[src/rtl/gpio_level_irq.sv]
module gpio_level_irq #(
  parameter int NPORTS = 4,
  parameter int WIDTH  = 8,
  parameter int NBIDIR = 2
) (
  input  logic                          clk,
  input  logic                          rst_n,
  input  logic                          reg_we,
  input  logic [$clog2(NPORTS)+1:0]     reg_addr,
  input  logic [2*WIDTH-1:0]            reg_wdata,
  output logic [2*WIDTH-1:0]            reg_rdata,
  input  logic [NPORTS*WIDTH-1:0]       pin_in,
  output logic [NBIDIR*WIDTH-1:0]       pin_out,
  output logic [NBIDIR*WIDTH-1:0]       pin_oe,
  output logic [NPORTS-1:0]             irq
);
  localparam int PW = $clog2(NPORTS);
  localparam int MW = 2*WIDTH;
  localparam logic [1:0] M_OUT = 2'b01;
  localparam logic [1:0] M_HI  = 2'b10;
  localparam logic [1:0] M_LO  = 2'b11;
  localparam logic [1:0] S_DOUT = 2'd0;
  localparam logic [1:0] S_MODE = 2'd1;
  localparam logic [1:0] S_LVL  = 2'd2;
  localparam logic [1:0] S_DIR  = 2'd3;

  logic [PW-1:0] a_port;
  logic [1:0]    a_sel;
  assign a_port = reg_addr[PW+1:2];
  assign a_sel  = reg_addr[1:0];

  logic [NPORTS*WIDTH-1:0] s1_q, s2_q;
  always_ff @(posedge clk or negedge rst_n)
    if (!rst_n) begin
      s1_q <= '0;
      s2_q <= '0;
    end else begin
      s1_q <= pin_in;
      s2_q <= s1_q;
    end

  logic [NPORTS*WIDTH-1:0] dout_w, dir_w;
  logic [NPORTS*MW-1:0]    mode_w;

  for (genvar p = 0; p < NPORTS; p++) begin : g_port
    logic [MW-1:0]    mode_r;
    logic [WIDTH-1:0] hit_w;
    logic             wr_hit;
    assign wr_hit = reg_we && (a_port == PW'(p));

    always_ff @(posedge clk or negedge rst_n)
      if (!rst_n) mode_r <= '0;
      else if (wr_hit && a_sel == S_MODE) mode_r <= reg_wdata;
    assign mode_w[p*MW +: MW] = mode_r;

    for (genvar i = 0; i < WIDTH; i++) begin : g_pin
      logic [1:0] m;
      logic       lv;
      assign m  = mode_r[2*i +: 2];
      assign lv = s2_q[p*WIDTH + i];
      assign dir_w[p*WIDTH + i] = (p < NBIDIR) && (m == M_OUT);
      assign hit_w[i] = ((m == M_HI) && lv) || ((m == M_LO) && !lv);
    end
    assign irq[p] = |hit_w;

    if (p < NBIDIR) begin : g_bidir
      logic [WIDTH-1:0] dout_r;
      always_ff @(posedge clk or negedge rst_n)
        if (!rst_n) dout_r <= '0;
        else if (wr_hit && a_sel == S_DOUT) dout_r <= reg_wdata[WIDTH-1:0];
      assign dout_w[p*WIDTH +: WIDTH]  = dout_r;
      assign pin_out[p*WIDTH +: WIDTH] = dout_r;
      assign pin_oe[p*WIDTH +: WIDTH]  = dir_w[p*WIDTH +: WIDTH];

      p_drive_hold_r3: assert property (@(posedge clk) disable iff (!rst_n)
        !$past(reg_we) |-> ($stable(pin_out[p*WIDTH +: WIDTH]) && $stable(pin_oe[p*WIDTH +: WIDTH])));
    end else begin : g_ronly
      assign dout_w[p*WIDTH +: WIDTH] = '0;

      p_ronly_no_dir_r4: assert property (@(posedge clk) disable iff (!rst_n)
        (a_port == PW'(p) && (a_sel == S_DIR || a_sel == S_DOUT)) |-> (reg_rdata == '0));
    end

    p_irq_level_only_r8: assert property (@(posedge clk) disable iff (!rst_n)
      (!$past(reg_we) && $stable(s2_q[p*WIDTH +: WIDTH])) |-> $stable(irq[p]));
  end

  always_comb begin
    reg_rdata = '0;
    for (int p = 0; p < NPORTS; p++)
      if (a_port == PW'(p))
        case (a_sel)
          S_DOUT:  reg_rdata[WIDTH-1:0] = dout_w[p*WIDTH +: WIDTH];
          S_MODE:  reg_rdata            = mode_w[p*MW +: MW];
          S_LVL:   reg_rdata[WIDTH-1:0] = s2_q[p*WIDTH +: WIDTH];
          default: reg_rdata[WIDTH-1:0] = dir_w[p*WIDTH +: WIDTH];
        endcase
  end

  logic [1:0] warm_q;
  always_ff @(posedge clk or negedge rst_n)
    if (!rst_n) warm_q <= '0;
    else if (warm_q != 2'd2) warm_q <= warm_q + 2'd1;

  p_sync_two_r5: assert property (@(posedge clk) disable iff (!rst_n)
    (warm_q == 2'd2) |-> (s2_q == $past(pin_in, 2)));

  p_reset_quiet_r1: assert property (@(posedge clk)
    !rst_n |-> (irq == '0 && pin_oe == '0));
endmodule

[config.mk]
export PLATFORM = sky130hd
export DESIGN_NAME = gpio_level_irq
export DESIGN_NICKNAME = d
export VERILOG_FILES = /design/src/rtl/gpio_level_irq.sv
export SDC_FILE = /design/constraint.sdc
export NUM_CORES = 1
export LEC_CHECK = 0
export BUFFER_PORTS_ARGS = -buffer_cell sky130_fd_sc_hd__buf_2
export CAP_MARGIN = 20
export CELL_PAD_IN_SITES_DETAIL_PLACEMENT = 0
export CELL_PAD_IN_SITES_GLOBAL_PLACEMENT = 1
export CORE_UTILIZATION = 46
export CTS_CLUSTER_SIZE = 12
export DETAILED_ROUTE_END_ITERATION = 10
export GPL_TIMING_DRIVEN = 0
export HOLD_SLACK_MARGIN = 0.12
export PLACE_DENSITY = 0.78
export SETUP_SLACK_MARGIN = 0.02
export SLEW_MARGIN = 20
export SYNTH_ARGS = -nofsm -noshare
export SYNTH_HDL_FRONTEND = slang
export SYNTH_SLANG_ARGS = --single-unit
export TNS_END_PERCENT = 30
[constraint.sdc]
create_clock -name clk -period 2.1 [get_ports clk]
set_input_delay 0.42 -clock clk [delete_from_list [all_inputs] [get_ports clk]]
set_output_delay 0.42 -clock clk [all_outputs]
set_load 0.02 [all_outputs]
# --- After elaboration in Yosys (flattened, before gate mapping) ---
# Cells that the tools add are included.
classes:
  n_mux: 12
  n_reduce_logical: 144
  n_eq_ne: 85
op_table:
  columns: ["cell", "n"]
  rows:
  - ["2-bit == test, second input constant", 67]
  - ["1-bit logical AND", 74]
  - ["16-bit two-way mux", 4]
  - ["8-bit case mux with 3 select lines", 2]
  - ["2-bit by 1-bit == test with 1-bit output, second input constant", 18]
  - ["1-bit logical NOT", 32]
  - ["1-bit logical OR", 32]
  - ["8-bit two-way mux", 4]
  - ["8-bit case mux with 2 select lines", 2]
  - ["8-bit OR reduction", 4]
  - ["2-bit logical NOT", 2]
totals:
  input_bits: 55
  ff_bits: 144

# --- Logic depth before layout (Yosys ltp) ---
logic_depth:
  word_depth: 9
  depth_mapped: 7

# --- Least setup slack after synthesis ---
# No wires, ideal clock.
synth_path:
  path_kind: "input to output"
  startpoint: "in reg_addr[1]"
  endpoint: "out reg_rdata[3]"
  path_slack_ps: -88
  n_path_buf: 1
  path_stages: 6
  arrival_ps: 1768
  cell_sequence: "inv_1 > ha_1 > clkbuf_1 > a222oi_1 > and2_1 > o21ai_0"
synth_between:
  elab_chain_len: 6
  word_cells_on_any_way: 11
  classes_between: "eq/ne (2); mux (8); reduce/logical (1)"
synth_lines:
  columns: ["element", "line_no", "rtl"]
  rows:
  - ["from (decl)", "9", "input logic [$clog2(NPORTS)+1:0] reg_addr,"]
  - ["2-bit == test (tied with other cells)", "92", "case (a_sel)"]
  - ["8-bit case mux with 3 select lines", "92", null]
  - ["16-bit two-way mux (3 in series)", "91", "if (a_port == PW'(p))"]
  - ["16-bit two-way mux *", "91", null]
  - ["to (decl)", "11", "output logic [2*WIDTH-1:0] reg_rdata,"]
# Mark *: on every way between the ends. The rest lies on a longest branch, timed or not.

# --- Worst setup path after layout ---
layout_path:
  startpoint: "in reg_addr[1]"
  endpoint: "out reg_rdata[6]"
# The elaborated chain is that of the path after synthesis.

==> results.md <==
- Status: finished with violations
- Violated checks: negative setup slack
- Die span in y: 118.9 um
- Dpl cell area: 0.007074 sq mm
- Slew @ Worst Pin: 468.7 ps
- Final Hold Vio Count: 0
- P_sw: 2513 uW
- Final setup margin: -191.5 ps
- # fillers: 996
- YS warnings: 0
- First-pass GRT wire length: 26.74 mm
- Clk sinks: 144
- GR Util met1: 35.42%
- Sequential area share after synthesis: 57.34%
- Hold WC Path Type: input pin to flip-flop
- Routed vias: 4519
- Met2 layer usage reported by global route: 40.42%
- Chip width: 118.9 um
- Layout Area Growth over Synthesis: 34.60%
- Synth top area cells: dfrtp_1 (57%), mux2_2 (13%), xor2_1 (4.5%)
- Power per cell area: 1009 mW/mm^2
- Reg2reg path depth: 2
- Vias in the first global route: 4615
- Initial DRC count: 454
- Area leader, netlist: dfrtp_1
- Crit path time final: 2292 ps
- Syn Nets: 499
- Final nets: 668
- Core footprint: 0.01330 sq mm
- Row Count: 42
- Antenna cells: 0
- Seq pwr share: 42.8%
- Via-to-Cell Ratio: 5.670
- Async SR Flop Fraction: 100.0%
- Starting density of the core: 47.27%
- Grt ovf: 0
- RR Startpoint: g_port[1].mode_r[4]
- VDD IR max: 0.0005904 V
- Top cell type's share of synthesized area: 57.34%
- WP data required: 1680 ps
- Clock power share: 35.2%
- Final setup vio count: 9
- Number of synthesized flops with an enable pin: 0
- Worst Clk Skew: 4.722 ps
- Worst Setup End Kind: output pin
- CP endpoint: reg_rdata[6]
- Largest net degree at the start of global routing: 85
- Drt wl/cell: 21.39 um
- Syn Inst Count: 439
- Synth unique cells: 39
- Post-DP HPWL: 11.81 mm
- Peak Freq: 0.4364 GHz
- LEAKAGE: 0.003829 uW
- GR Util met3: 6.657%
- Initial antenna violation count: 0
- Pint: 6025 uW
- Die ar.: 0.01413 sq mm
- Share of cells above drive strength 1: 48.31%
- Clock-pin slew of the registers on the worst-case setup and hold paths: 60 ps
- WS Path Type: input pin to output pin
- Flops & latches, synth: 144
- Post-layout util: 63.63%
- GRT Overall Usage: 25.91%
- Post-route DRC violation count: 0
- GRT Max-Usage Layer: met2
- PortBufs: 104
- Mapped Area: 0.006285 sq mm
- Combinational cell fraction of total power: 21.9%
- Post-route antenna net violation count: 0
- Max Slew Vio Count: 0
- CP startpoint: reg_addr[1]
- Clock tree buffer depth: 2
- Relative slew slack: 68.75%
- Period utilization: 109.1%
- Max-cap check violation count: 0
- CTS HTree Levels: 4
- Worst setup SP type: input pin
- DRT Pass-1 Iters: 6
- Flop2flop setup slack: 1200 ps
- Fin area: 0.008459 sq mm
- RSZ-0062 raised after global routing: true
- Worst-Skew Late Latency: 420 ps
- CTS tree: done
- Mean post-synth cell area: 14.32 sq um
- Final GP Congestion: 0.8675
- Clock root buffer: clkbuf_16
- Switching Share: 29.43%
- CTS buffer count: 17
- Crit path arrival time: 1870 ps
- Io pins: 107
- CP Max Fanout: 10
- Prevailing post-synth register cell: dfrtp_1
- Routed WL: 17.05 mm
- R2R Path End: g_port[1].mode_r[4]
## timing repair
action,4_1_cts,5_1_grt
hold buffers,33,0
endpoints found under the hold margin,92,0
pin swaps,20,18
setup endpoints to repair,15,18
resized for setup,72,23
setup buffers,12,1
## cell families (layout without fill, tap and decap cells)
group,after synthesis,in the layout,share of synthesized area (%)
flops,144,144,57.34
mux,90,90,18.02
compound gates,89,89,10.37
simple gates,51,51,6.012
xor+xnor,32,32,4.460
buf+inv,28,210,2.807
fa+ha+maj,5,5,0.9954
## critical path: stages
cell,delay (ps)
buf_12,100
inv_8,40
ha_4,180
buf_8,150
a222oi_1,340
a21oi_1,110
or3_4,390
buf_6,140
## state kept, by name (all words and copies together), names as in the netlist
register and flops:
s1_q 32, s2_q 32, g_port.g_bidir.dout_r 16, g_port.mode_r 64
## layout make-up
type | count | area, sq um | area share, %
inverters | 3 | 26.28 | 0.3106
plain buffers | 24 | 280.3 | 3.313
multi-input cells | 267 | 2625 | 31.03
clock inverters | 14 | 167.7 | 1.982
well taps | 176 | 220.2 | 2.603
repair buffers | 151 | 1099 | 12.99
flip-flops and latches | 144 | 3612 | 42.70
clock buffers | 18 | 429.2 | 5.073
## worst min-delay path by stage
| stage | cells past startpoint | slack (ps) | endpoint | start |
|---|---|---|---|---|
| 3_5_place_dp | 0 | 330 | s2_q[18] | s1_q[18] |
| 4_1_cts | 2 | 270 | g_port[1].mode_r[12] | reg_wdata[12] |
| 3_3_place_gp | 0 | 330 | s2_q[6] | s1_q[6] |
| 6_report | 2 | 270 | g_port[1].mode_r[12] | reg_wdata[12] |
| 2_1_floorplan | 0 | 120 | g_port[0].g_bidir.dout_r[0] | rst_n |
| 5_1_grt | 2 | 280 | g_port[3].mode_r[8] | reg_wdata[8] |
## cells in the mapped netlist, types with 2 or more instances
cell type / number
a211o_1: 5
a211oi_1: 3
a21oi_1: 8
a221oi_1: 7
a222oi_1: 15
a22oi_1: 25
and2_1: 15
buf_2: 6
buf_4: 4
buf_6: 6
clkbuf_1: 8
dfrtp_1: 144
ha_1: 5
inv_1: 3
mux2_2: 71
mux2_4: 11
mux4_2: 7
nand2_1: 3
nand4_1: 4
nor2_1: 2
nor2b_1: 16
o21a_1: 4
o21ai_0: 18
or3_1: 3
xor2_1: 32
## stage by stage
step	TNS (ps)	std cells	power, uW	hold WS [ps]	setup WS [ps]
after floorplan	0	439	4661	124.4	1.581
after global placement	-192720	719	5291	333.3	-1308
after detailed placement	-5619	720	5352	334.7	-701.0
after CTS	-1156	797	8524	265.6	-195.9
after global routing	-1682	797	8903	280.9	-230.7
final	-1133	797	8539	274.6	-191.5
## power groups by stage
stage | Combinational, uW | Clock [uW] | Sequential [uW]
finish | 1870 | 3010 | 3660
global route | 2010 | 3190 | 3700
CTS | 1840 | 3050 | 3630
detailed placement | 1680 | 0 | 3670
global placement | 1640 | 0 | 3650
floorplan | 1060 | 0 | 3600
## placed cells by master (no fill, tap or decap), types with 7 or more instances in the layout
cell	n
a222oi_1	15
xor2_1	32
a22oi_1	17
buf_2	94
buf_6	12
mux4_2	7
a21oi_1	8
a22oi_2	8
nor2b_1	16
o21ai_0	14
clkbuf_16	19
mux2_4	11
and2_1	13
dfrtp_1	137
dlygate4sd3_1	33
buf_4	17
mux2_2	71
dfrtp_2	7
## routing by layer
metal | part of all wire, % | vias up
met5 | 0 | -
met3 | 7.1 | 28
met1 | 42 | 2318
met2 | 49 | 201
li1 | - | 1972
met4 | 1.3 | 0
(Power assumes the default switching activity.)
